==> src/rtl/serialLoaderPkg.sv <==
package serialLoaderPkg;
  localparam int REG_W     = 5;
  localparam int NUM_REGS  = 4;
  localparam int SEL_W     = $clog2(NUM_REGS);
  localparam int WRITES    = REG_W;
  localparam int CNT_W     = $clog2(WRITES);
  localparam int HELD_W    = REG_W - 1;
  localparam logic [REG_W-1:0] CTRL_INIT  = 5'h0C;
  localparam logic [REG_W-1:0] CTRL_FORCE = 5'h0C;

  typedef struct packed {
    logic             shiftEn;
    logic             commit;
    logic             seqReset;
    logic             dataBit;
    logic [SEL_W-1:0] sel;
  } ldStrobe_t;
endpackage

==> src/rtl/serialLoaderCtrl.sv <==
module serialLoaderCtrl
  import serialLoaderPkg::*;
#(
  parameter int SYNC_STAGES = 2
) (
  input  logic             clk,
  input  logic             rstN,
  input  logic             m2,
  input  logic             busRw,
  input  logic             romSelN,
  input  logic [SEL_W-1:0] busAddr,
  input  logic             busD0,
  input  logic             busD7,
  output ldStrobe_t        strobe
);
  localparam int IN_W = 5 + SEL_W;
  localparam logic [IN_W-1:0] IDLE_IN = {1'b0, 1'b1, 1'b1, 1'b0, 1'b0, {SEL_W{1'b0}}};
  localparam logic [CNT_W-1:0] LAST_CNT = CNT_W'(WRITES - 1);

  logic [IN_W-1:0] rawIn;
  logic [IN_W-1:0] syncQ [SYNC_STAGES];

  assign rawIn = {m2, busRw, romSelN, busD7, busD0, busAddr};

  for (genvar s = 0; s < SYNC_STAGES; s++) begin : g_sync
    if (s == 0) begin : g_first
      always_ff @(posedge clk or negedge rstN) begin
        if (!rstN) syncQ[s] <= IDLE_IN;
        else       syncQ[s] <= rawIn;
      end
    end else begin : g_next
      always_ff @(posedge clk or negedge rstN) begin
        if (!rstN) syncQ[s] <= IDLE_IN;
        else       syncQ[s] <= syncQ[s-1];
      end
    end
  end

  logic             m2S, rwS, romSelNS, d7S, d0S;
  logic [SEL_W-1:0] addrS;
  assign {m2S, rwS, romSelNS, d7S, d0S, addrS} = syncQ[SYNC_STAGES-1];

  logic             m2Prev;
  logic             wrReq;
  logic [CNT_W-1:0] wrCount;
  logic             m2Fall, newReq, resetHit, shiftHit, commitHit;

  assign m2Fall    = m2Prev & ~m2S;
  assign newReq    = ~rwS & ~romSelNS;
  assign resetHit  = m2Fall & newReq & d7S;
  // Rising edge of the latched request, seen while m2 is low.
  assign shiftHit  = m2Fall & newReq & ~wrReq & ~d7S;
  assign commitHit = shiftHit & (wrCount == LAST_CNT);

  always_ff @(posedge clk or negedge rstN) begin
    if (!rstN) begin
      m2Prev  <= 1'b0;
      wrReq   <= 1'b0;
      wrCount <= '0;
    end else begin
      m2Prev <= m2S;
      if (m2Fall) wrReq <= newReq;
      if (resetHit)       wrCount <= '0;
      else if (commitHit) wrCount <= '0;
      else if (shiftHit)  wrCount <= wrCount + 1'b1;
    end
  end

  always_comb begin
    strobe.shiftEn  = shiftHit;
    strobe.commit   = commitHit;
    strobe.seqReset = resetHit;
    strobe.dataBit  = d0S;
    strobe.sel      = addrS;
  end
endmodule

==> src/rtl/serialLoaderData.sv <==
module serialLoaderData
  import serialLoaderPkg::*;
(
  input  logic                            clk,
  input  logic                            rstN,
  input  ldStrobe_t                       strobe,
  output logic [NUM_REGS-1:0][REG_W-1:0]  regBank
);
  logic [HELD_W-1:0] shiftReg;

  always_ff @(posedge clk or negedge rstN) begin
    if (!rstN) shiftReg <= '0;
    else if (strobe.shiftEn) shiftReg <= {strobe.dataBit, shiftReg[HELD_W-1:1]};
  end

  always_ff @(posedge clk or negedge rstN) begin
    if (!rstN) begin
      for (int i = 0; i < NUM_REGS; i++)
        regBank[i] <= (i == 0) ? CTRL_INIT : '0;
    end else begin
      for (int i = 0; i < NUM_REGS; i++) begin
        if (strobe.commit && strobe.sel == SEL_W'(i))
          regBank[i] <= {strobe.dataBit, shiftReg};
        else if (i == 0 && strobe.seqReset)
          regBank[i] <= regBank[i] | CTRL_FORCE;
      end
    end
  end
endmodule

==> src/rtl/serialLoader.sv <==
module serialLoader
  import serialLoaderPkg::*;
#(
  parameter int SYNC_STAGES = 2
) (
  input  logic             clk,
  input  logic             rstN,
  input  logic             m2,
  input  logic             busRw,
  input  logic             romSelN,
  input  logic [SEL_W-1:0] busAddr,
  input  logic             busD0,
  input  logic             busD7,
  output logic [REG_W-1:0] regOut0,
  output logic [REG_W-1:0] regOut1,
  output logic [REG_W-1:0] regOut2,
  output logic [REG_W-1:0] regOut3
);
  ldStrobe_t                      ctlStrobe;
  logic [NUM_REGS-1:0][REG_W-1:0] regBank;

  serialLoaderCtrl #(.SYNC_STAGES(SYNC_STAGES)) u_ctrl (
    .clk(clk), .rstN(rstN), .m2(m2), .busRw(busRw), .romSelN(romSelN),
    .busAddr(busAddr), .busD0(busD0), .busD7(busD7), .strobe(ctlStrobe)
  );

  serialLoaderData u_data (
    .clk(clk), .rstN(rstN), .strobe(ctlStrobe), .regBank(regBank)
  );

  assign regOut0 = regBank[0];
  assign regOut1 = regBank[1];
  assign regOut2 = regBank[2];
  assign regOut3 = regBank[3];
endmodule

==> config.mk <==
export PLATFORM = sky130hd
export DESIGN_NAME = serialLoader
export DESIGN_NICKNAME = d
export VERILOG_FILES = /design/src/rtl/serialLoaderPkg.sv /design/src/rtl/serialLoaderCtrl.sv /design/src/rtl/serialLoaderData.sv /design/src/rtl/serialLoader.sv
export SDC_FILE = /design/constraint.sdc
export NUM_CORES = 1
export LEC_CHECK = 0
export ABC_CLOCK_PERIOD_IN_PS = 1690
export BUFFER_PORTS_ARGS = -buffer_cell sky130_fd_sc_hd__buf_2
export CORE_MARGIN = 4
export CORE_UTILIZATION = 33
export DETAILED_ROUTE_END_ITERATION = 8
export HOLD_SLACK_MARGIN = 0.05
export PLACE_DENSITY = 0.5
export SLEW_MARGIN = 20
export SYNTH_ARGS = -nofsm -noshare
export SYNTH_HDL_FRONTEND = slang
export SYNTH_SLANG_ARGS = --single-unit
==> constraint.sdc <==
create_clock -name clk -period 1.69 [get_ports clk]
set_input_delay 0.169 -clock clk [delete_from_list [all_inputs] [get_ports clk]]
set_output_delay 0.169 -clock clk [all_outputs]
set_load 0.05 [all_outputs]
==> results of run 1 <==
==> where the power goes <==
| group | leakage, nW | switching, W | internal (W) |
|---|---|---|---|
| registers | 0.547 | 0.0000776 | 0.00112 |
| clock network | 0.0408 | 0.000372 | 0.000295 |
| logic | 0.469 | 0.000191 | 0.000180 |
| total | 1.06 | 0.000640 | 0.00159 |
==> per-layer routing <==
metal	GRT usage, %	up-vias
met1	14.9	465
met3	4.63	6
li1	-	455
met5	0	-
met2	15.2	19
met4	3.74	0
==> final timing paths <==
kind / endpoint / slack (ps)
max: u_data.regBank[7] / 50
min: u_ctrl.strobe[0] / 350
max reg2reg: u_data.regBank[7] / 50
min reg2reg: u_ctrl.strobe[0] / 350
max in group asynchronous: u_data.regBank[3] / 860
min in group asynchronous: u_ctrl.syncQ[8] / 460
==> cell type report <==
type	count	area, sq um	area share [%]
sequential	43	1080	52.6
multi-input combinational	51	517	25.1
timing repair buffer	45	288	14.0
clock buffer	5	68.8	3.34
tap	52	65.1	3.16
clock inverter	3	23.8	1.15
inverter	4	15.0	0.729
==> worst max-delay path, stage by stage (launching register included) <==
cell                      delay (ps)
sky130_fd_sc_hd__dfrtp_1         420
sky130_fd_sc_hd__inv_1           150
sky130_fd_sc_hd__ha_4            190
sky130_fd_sc_hd__and4b_1         180
sky130_fd_sc_hd__nand3_1         120
sky130_fd_sc_hd__buf_4           190
sky130_fd_sc_hd__mux2_2          260
==> synthesized netlist by cell type <==
library cell                number  area [sq um]
sky130_fd_sc_hd__o22ai_1         2          12.5
sky130_fd_sc_hd__dfrtp_1        37           926
sky130_fd_sc_hd__a21oi_1         2          10.0
sky130_fd_sc_hd__nand3_1         3          15.0
sky130_fd_sc_hd__o21ai_0         1          5.00
sky130_fd_sc_hd__and4b_1         2          20.0
sky130_fd_sc_hd__nand2b_1        2          12.5
sky130_fd_sc_hd__nor2b_1         1          6.26
sky130_fd_sc_hd__ha_1            2          25.0
sky130_fd_sc_hd__nor4bb_1        1          10.0
sky130_fd_sc_hd__nand3_2         1          10.0
sky130_fd_sc_hd__a211oi_1        1          7.51
sky130_fd_sc_hd__nor2_1          1          3.75
sky130_fd_sc_hd__mux2_1          5          56.3
sky130_fd_sc_hd__a22oi_1         2          15.0
sky130_fd_sc_hd__dfstp_2         6           158
sky130_fd_sc_hd__mux2_2         16           180
sky130_fd_sc_hd__nand2_2         1          6.26
sky130_fd_sc_hd__o21ba_2         1          10.0
sky130_fd_sc_hd__a21o_1          1          7.51
sky130_fd_sc_hd__mux2i_1         3          30.0
sky130_fd_sc_hd__o2bb2ai_1       1          8.76
sky130_fd_sc_hd__and4_1          1          8.76
sky130_fd_sc_hd__buf_4           1          7.51
sky130_fd_sc_hd__inv_1           4          15.0
sky130_fd_sc_hd__nor4b_4         1          23.8
==> flip-flops by register name, summed over array words and instances (netlist names) <==
register	flops
u_ctrl.d7S	1
u_ctrl.romSelNS	1
u_ctrl.rwS	1
u_ctrl.wrReq	1
u_data.regBank	20
u_data.shiftReg	4
u_ctrl.syncQ	7
u_ctrl.m2S	1
u_ctrl.wrCount	3
u_ctrl.m2Prev	1
u_ctrl.strobe	3
==> what timing repair did <==
action | 4_1_cts | 5_1_grt
pin swaps | 1 | 2
setup buffers | 0 | 0
hold endpoints to repair | 44 | 0
resized for setup | 2 | 3
setup endpoints to repair | 4 | 9
hold buffers | 8 | 0
==> kinds of logic after synthesis <==
group | share of synthesized area (%)
flip-flops | 68.1
buffers and inverters | 1.42
AO/OA/AOI/OAI | 4.80
adder cells (fa/ha/maj) | 1.57
multiplexers | 16.8
AND/OR/NAND/NOR | 7.32
==> metrics by stage <==
step | area, sq um | power (W) | utilization (%) | setup TNS [ps]
2_1_floorplan | 1590 | 0.00139 | - | 0
3_3_place_gp | 1860 | 0.00148 | 41.2 | 0
3_5_place_dp | 1860 | 0.00149 | 41.2 | -6.68
4_1_cts | 2040 | 0.00218 | 45.2 | 0
5_1_grt | 2060 | 0.00234 | 45.8 | -258
6_report | 2060 | 0.00223 | 45.8 | 0
==> metrics.txt, run 1 <==
# TYPE chip_impl_metric gauge
chip_impl_info{name="outcome",value="completed"} 1
chip_impl_metric{name="maxSlewViolCount",unit=""} 0
chip_impl_metric{name="syn-instance-count",unit=""} 99
chip_impl_metric{name="hold_depth",unit=""} 0
chip_impl_metric{name="fp.dieW",unit="um"} 77.4
chip_impl_metric{name="setup-violations-final",unit=""} 0
chip_impl_metric{name="worst_slew_margin_rel",unit="%"} 65.4
chip_impl_metric{name="num_vias",unit=""} 945
chip_impl_info{name="tritoncts",value="done"} 1
chip_impl_metric{name="antenna_cells_inserted",unit=""} 0
chip_impl_info{name="hold_path.startpoint",value="u_ctrl.syncQ[7]"} 1
chip_impl_info{name="critical_path.reg2reg.startpoint",value="u_ctrl.wrCount[0]"} 1
chip_impl_metric{name="final_worst_slack",unit="ps"} 49.7
chip_impl_metric{name="antenna_violating_nets_post_route",unit=""} 0
chip_impl_metric{name="post_route_cells_drive_above_1_share",unit="%"} 49.0
chip_impl_metric{name="fill_cells",unit=""} 405
chip_impl_metric{name="wl_met2",unit="um"} 1340
chip_impl_info{name="critPathKind",value="register to register"} 1
chip_impl_metric{name="max_freq",unit="GHz"} 0.610
chip_impl_info{name="critPathLaunchType",value="register"} 1
chip_impl_metric{name="cts_buffer_depth",unit=""} 2
chip_impl_info{name="worst_hold_path_type",value="register to register"} 1
chip_impl_info{name="top_signal_layer_used",value="met4"} 1
chip_impl_metric{name="post-route-period-util",unit="%"} 97.1
chip_impl_metric{name="netlist-cell-type-count",unit=""} 26
chip_impl_metric{name="remaining_global_route_overflow",unit=""} 0
chip_impl_metric{name="first_global_vias",unit=""} 1025
chip_impl_metric{name="met3_length",unit="um"} 152
chip_impl_metric{name="drt_pre_antenna_iters",unit=""} 2
chip_impl_metric{name="netlist_area",unit="sq mm"} 0.00159
chip_impl_metric{name="power_leakage",unit="nW"} 1.06
chip_impl_metric{name="placed_cells_incl_taps",unit=""} 187
chip_impl_metric{name="wl",unit="um"} 2990
chip_impl_metric{name="synth_sequential_area_ratio",unit="%"} 68.1
chip_impl_info{name="cts_root_buf",value="sky130_fd_sc_hd__clkbuf_8"} 1
chip_impl_metric{name="post-dp-hpwl",unit="um"} 2070
chip_impl_metric{name="yosysWarnings",unit=""} 0
chip_impl_metric{name="avgViaCountPerCell",unit=""} 4.66
chip_impl_metric{name="num_rows",unit=""} 24
chip_impl_metric{name="final-hold-violation-count",unit=""} 0
chip_impl_metric{name="cap_viol_max_count",unit=""} 0
chip_impl_metric{name="worstRegToRegCells",unit=""} 6
chip_impl_metric{name="worst_ep_arrival_time",unit="ps"} 1820
chip_impl_info{name="endpoint_kind",value="register"} 1
chip_impl_metric{name="core-area",unit="sq mm"} 0.00450
chip_impl_metric{name="later_pin_clock_latency_in_the_skew_report",unit="ps"} 300
chip_impl_metric{name="clkTransAtPathRegs",unit="ps"} 90
chip_impl_metric{name="global_route.usage.total",unit="%"} 10.8
chip_impl_metric{name="mappedNetlistNets",unit=""} 110
chip_impl_metric{name="gpl.final_weighted_congestion",unit=""} 0.753
chip_impl_metric{name="floorplan.die.height",unit="um"} 77.4
chip_impl_metric{name="die_area",unit="sq mm"} 0.00599
chip_impl_metric{name="post-place-ws",unit="ps"} -6.68
chip_impl_metric{name="remaining_drc_errors",unit=""} 0
chip_impl_metric{name="period_minus_slack",unit="ps"} 1640
chip_impl_metric{name="route.detailed.wl_per_inst",unit="um"} 14.7
chip_impl_metric{name="power.density",unit="mW/mm^2"} 1080
chip_impl_metric{name="synth-seq-cells",unit=""} 43
chip_impl_metric{name="io_pins",unit=""} 29
chip_impl_metric{name="final.setup_skew",unit="ps"} 5.71
chip_impl_metric{name="fin_hold_ws",unit="ps"} 354
chip_impl_metric{name="worst_ir_drop_vdd",unit="uV"} 440
chip_impl_info{name="setup.worst_path.start",value="u_ctrl.wrCount[0]"} 1
chip_impl_metric{name="required_time_of_the_worst_setup_path",unit="ps"} 1870
chip_impl_metric{name="syn_to_final_growth",unit="%"} 29.6
chip_impl_metric{name="wl_met1",unit="um"} 1460
chip_impl_metric{name="worst_slew_pin_slew",unit="ps"} 519
chip_impl_metric{name="antenna_found_initial",unit=""} 0
chip_impl_metric{name="largest_net_degree_at_the_start_of_global_routing",unit=""} 44
chip_impl_metric{name="tritoncts.num_buffers",unit=""} 5
chip_impl_metric{name="drt_first_iter_violations",unit=""} 35
chip_impl_metric{name="placement.io_buffers",unit=""} 28
chip_impl_info{name="highest_count_cells_in_the_layout_ignoring_fill_and_taps",value="sky130_fd_sc_hd__dfrtp_1 (37), sky130_fd_sc_hd__buf_2 (28), sky130_fd_sc_hd__mux2_2 (16)"} 1
chip_impl_metric{name="post_layout_nonfiller_instances",unit=""} 203
chip_impl_metric{name="htree_num_levels",unit=""} 2
chip_impl_metric{name="final_nets",unit=""} 161
chip_impl_info{name="mostFrequentLayoutCell",value="sky130_fd_sc_hd__dfrtp_1"} 1
chip_impl_metric{name="floorplan.initialDensity",unit="%"} 35.3
chip_impl_metric{name="first_pass_grt_wire_length",unit="um"} 5120
chip_impl_metric{name="clkSinkCount",unit=""} 43
chip_impl_metric{name="crit_path_max_fanout",unit=""} 6
chip_impl_metric{name="syn-mean-instance-area",unit="sq um"} 16.1
Note: power is estimated with default switching activity, not from simulation.
==> run 2, diff against run 1 <==
ABC_AREA = 1   (was not set)
==> run 2 against run 1 <==
Against the previous run: power decreased by 7.9%; utilization decreased by 2.0 points; clock power is 6.3% higher; synthesized area is 5.4% higher; final cell count grew 34%; design area increased by 2.4%; synthesized cell count up 62%; wire length up 5.3%; largest cell class unchanged; critical path type unchanged.
==> metrics.txt, run 2 <==
# TYPE chip_impl_metric gauge
chip_impl_metric{name="maxSlewViolCount",unit=""} 0
chip_impl_metric{name="first_pass_grt_wire_length",unit="um"} 5480
chip_impl_info{name="tritoncts",value="done"} 1
chip_impl_metric{name="post-dp-hpwl",unit="um"} 2310
chip_impl_metric{name="clkSinkCount",unit=""} 43
chip_impl_info{name="worst_hold_path.endpoint",value="u_ctrl.d7S"} 1
chip_impl_metric{name="netlist_area",unit="sq mm"} 0.00168
chip_impl_metric{name="number_of_enable_type_register_cells_in_the_synthesized_netlist",unit=""} 0
chip_impl_metric{name="netlist-cell-type-count",unit=""} 20
chip_impl_metric{name="antenna_violating_nets_post_route",unit=""} 0
chip_impl_info{name="dominantRegCellSynth",value="sky130_fd_sc_hd__dfrtp_1"} 1
chip_impl_metric{name="syn-instance-count",unit=""} 160
chip_impl_info{name="synth_common_cells",value="sky130_fd_sc_hd__nand2_1 (53), sky130_fd_sc_hd__dfrtp_1 (37), sky130_fd_sc_hd__nand4_1 (16)"} 1
chip_impl_metric{name="floorplan.die.height",unit="um"} 79.3
chip_impl_metric{name="largest_reg_flops",unit=""} 20
chip_impl_metric{name="gr-usage-met3",unit="%"} 3.06
chip_impl_metric{name="async_flop_share",unit="%"} 100
chip_impl_metric{name="seqPwrFrac",unit="%"} 55.8
chip_impl_metric{name="gpl.final_weighted_congestion",unit=""} 0.837
chip_impl_metric{name="yosysWarnings",unit=""} 0
chip_impl_metric{name="worst_slew_pin_slew",unit="ps"} 524
chip_impl_metric{name="final.setup_skew",unit="ps"} 6.74
chip_impl_metric{name="largest_net_degree_at_the_start_of_global_routing",unit=""} 23
chip_impl_metric{name="drt_first_iter_violations",unit=""} 119
chip_impl_metric{name="worst_slew_margin_rel",unit="%"} 65.1
chip_impl_info{name="outcome",value="completed"} 1
chip_impl_metric{name="grt.met2_usage",unit="%"} 17.6
chip_impl_info{name="worst_hold_path_type",value="register to register"} 1
chip_impl_metric{name="total_negative_slack",unit="ps"} 0
chip_impl_metric{name="remaining_drc_errors",unit=""} 0
chip_impl_metric{name="hold_depth",unit=""} 0
chip_impl_metric{name="clock_power_share",unit="%"} 34.5
chip_impl_metric{name="power_switching_share",unit="%"} 25.2
chip_impl_info{name="r2r_end",value="u_data.regBank[19]"} 1
chip_impl_metric{name="num_vias",unit=""} 1224
chip_impl_metric{name="fp.dieW",unit="um"} 79.3
chip_impl_metric{name="max_freq",unit="GHz"} 0.693
chip_impl_info{name="grt_setup_unrepaired",value="no"} 1
chip_impl_info{name="critical_path.reg2reg.startpoint",value="u_ctrl.wrCount[0]"} 1
chip_impl_metric{name="required_time_of_the_worst_setup_path",unit="ps"} 1880
chip_impl_metric{name="crit_path_max_fanout",unit=""} 9
chip_impl_metric{name="final-hold-violation-count",unit=""} 0
chip_impl_metric{name="drt_pre_antenna_iters",unit=""} 4
chip_impl_metric{name="cts_resized",unit=""} 0
chip_impl_metric{name="synth.top_cell.area_share",unit="%"} 55.3
chip_impl_info{name="critPathLaunchType",value="register"} 1
chip_impl_metric{name="io_pins",unit=""} 29
chip_impl_info{name="highest_count_cells_in_the_layout_ignoring_fill_and_taps",value="sky130_fd_sc_hd__nand2_1 (53), sky130_fd_sc_hd__dfrtp_1 (37), sky130_fd_sc_hd__buf_2 (28)"} 1
chip_impl_metric{name="worstRegToRegCells",unit=""} 8
chip_impl_info{name="post-synth-top-area-cell",value="sky130_fd_sc_hd__dfrtp_1"} 1
chip_impl_metric{name="syn_to_final_growth",unit="%"} 25.9
chip_impl_metric{name="num_rows",unit=""} 25
chip_impl_metric{name="global_route.usage.total",unit="%"} 11.4
chip_impl_metric{name="avgViaCountPerCell",unit=""} 4.50
chip_impl_metric{name="fill_cells",unit=""} 495
chip_impl_metric{name="core-area",unit="sq mm"} 0.00482
chip_impl_metric{name="synth_sequential_area_ratio",unit="%"} 64.7
chip_impl_metric{name="tritoncts.num_buffers",unit=""} 5
chip_impl_metric{name="post-route-period-util",unit="%"} 85.3
chip_impl_metric{name="power.internal",unit="W"} 0.00154
chip_impl_metric{name="die_area",unit="sq mm"} 0.00628
chip_impl_metric{name="cap_viol_max_count",unit=""} 0
chip_impl_metric{name="antenna_cells_inserted",unit=""} 0
chip_impl_metric{name="cts_buffer_depth",unit=""} 2
chip_impl_info{name="layout_top_registers",value="u_data.regBank: 20 flops, u_ctrl.syncQ: 7 flops, u_data.shiftReg: 4 flops"} 1
chip_impl_metric{name="power.share.combinational",unit="%"} 9.7
chip_impl_info{name="mostFrequentLayoutCell",value="sky130_fd_sc_hd__nand2_1"} 1
chip_impl_metric{name="floorplan.initialDensity",unit="%"} 34.8
chip_impl_metric{name="final_nets",unit=""} 215
chip_impl_info{name="most_common_cell_in_the_synthesized_netlist",value="sky130_fd_sc_hd__nand2_1"} 1
chip_impl_metric{name="total_switching_power",unit="W"} 0.000518
chip_impl_metric{name="period_minus_slack",unit="ps"} 1440
chip_impl_info{name="global_route.peak_usage_layer",value="met2"} 1
chip_impl_metric{name="later_pin_clock_latency_in_the_skew_report",unit="ps"} 290
chip_impl_metric{name="setup-violations-final",unit=""} 0
chip_impl_metric{name="worst_ir_drop_vdd",unit="uV"} 387
chip_impl_metric{name="remaining_global_route_overflow",unit=""} 0
chip_impl_info{name="hold_path.startpoint",value="u_ctrl.syncQ[10]"} 1
chip_impl_metric{name="power_leakage",unit="nW"} 1.13
chip_impl_metric{name="htree_num_levels",unit=""} 2
chip_impl_info{name="yosys-top-cells-area",value="sky130_fd_sc_hd__dfrtp_1 (55%), sky130_fd_sc_hd__nand2_1 (12%), sky130_fd_sc_hd__dfstp_2 (9.4%)"} 1
chip_impl_info{name="register_name_with_the_most_flops",value="u_data.regBank"} 1
chip_impl_metric{name="synth-seq-cells",unit=""} 43
chip_impl_metric{name="syn-mean-instance-area",unit="sq um"} 10.5
chip_impl_metric{name="clkTransAtPathRegs",unit="ps"} 80
chip_impl_metric{name="worst_ep_arrival_time",unit="ps"} 1630
chip_impl_metric{name="reg2reg_slack",unit="ps"} 250
chip_impl_metric{name="met1_usage",unit="%"} 14.7
chip_impl_metric{name="placed_cells_incl_taps",unit=""} 256
chip_impl_metric{name="power.density",unit="mW/mm^2"} 974
chip_impl_metric{name="post_layout_nonfiller_instances",unit=""} 272
chip_impl_metric{name="first_global_vias",unit=""} 1197
chip_impl_info{name="cts_root_buf",value="sky130_fd_sc_hd__clkbuf_8"} 1
chip_impl_metric{name="wl",unit="um"} 3150
chip_impl_metric{name="mappedNetlistNets",unit=""} 171
chip_impl_metric{name="placement.io_buffers",unit=""} 28
chip_impl_info{name="endpoint_kind",value="register"} 1
chip_impl_info{name="critPathKind",value="register to register"} 1
chip_impl_metric{name="antenna_found_initial",unit=""} 0
chip_impl_metric{name="route.detailed.wl_per_inst",unit="um"} 11.6
chip_impl_metric{name="post_route_cells_drive_above_1_share",unit="%"} 27.8
run 2: critical path: stages (launching register included):
cell and delay (ps):
sky130_fd_sc_hd__dfrtp_1 390, sky130_fd_sc_hd__inv_1 100, sky130_fd_sc_hd__ha_1 150, sky130_fd_sc_hd__nand2_1 120, sky130_fd_sc_hd__nor2_4 180, sky130_fd_sc_hd__buf_4 190, sky130_fd_sc_hd__nand3_4 90, sky130_fd_sc_hd__nand2_1 80
sky130_fd_sc_hd__nand2_1 40
run 2: kinds of logic (layout without fill, tap and decap cells):
family                     count (synthesis)  in the layout  share of synthesized area, %
AOI/OAI and AO/OA                          8              8                          2.39
xor gates and xnor gates                   1              1                         0.523
adders and majority gates                  2              2                          1.49
buffers and inverters                     19             64                          5.00
DFF                                       43             43                          64.7
and+or+nand+nor                           87             87                          25.9
run 2: power groups by stage:
stage	combinational (W)	sequential (W)	clock, W
after floorplan	0.0000781	0.00120	0
after global placement	0.000184	0.00116	0
after detailed placement	0.000190	0.00117	0
after CTS	0.000204	0.00115	0.000729
after global routing	0.000228	0.00115	0.000781
final	0.000199	0.00115	0.000709
run 2: layer usage:
layer	vias to the layer above	share of wire, %	routed length (um)
li1	608	-	-
met1	574	43	1350
met2	33	49	1560
met3	9	5.3	168
met4	0	2.1	67
met5	-	0	0
run 2: repair_timing:
item                      4_1_cts  5_1_grt
hold endpoints to repair       26        0
buffers inserted                0        0
hold buffers                    8        0
run 2: how the worst max path moves through the flow:
| stage | startpoint | endpoint |
|---|---|---|
| after floorplan | u_ctrl.wrCount[0] | u_data.regBank[15] |
| after global placement | u_ctrl.wrCount[0] | u_data.regBank[17] |
| after detailed placement | u_ctrl.wrCount[0] | u_data.regBank[19] |
| after CTS | u_ctrl.wrCount[0] | u_data.regBank[19] |
| after global routing | u_ctrl.wrCount[0] | u_data.regBank[15] |
| final | u_ctrl.wrCount[0] | u_data.regBank[19] |
run 2: cell type report:
cell class / instances / area (sq um) / share of cell area, %
clock inverters: 1 / 7.51 / 0.356
repair buffers: 42 / 278 / 13.2
inverters: 14 / 52.6 / 2.49
clock buffers: 7 / 96.3 / 4.57
well taps: 67 / 83.8 / 3.97
flip-flops and latches: 43 / 1080 / 51.4
multi-input cells: 98 / 508 / 24.1
run 2: metrics by stage:
| step | area (sq um) | hold WS (ps) | total power, W | utilization [%] | setup WS [ps] |
|---|---|---|---|---|---|
| after floorplan | 1680 | -127 | 0.00128 | - | 417 |
| after CTS | 2110 | 356 | 0.00208 | 43.8 | 246 |
| after global placement | 1930 | 171 | 0.00135 | 40.0 | 314 |
| after detailed placement | 1930 | 177 | 0.00136 | 40.0 | 253 |
| after global routing | 2110 | 363 | 0.00216 | 43.8 | 114 |
| final | 2110 | 353 | 0.00205 | 43.8 | 248 |
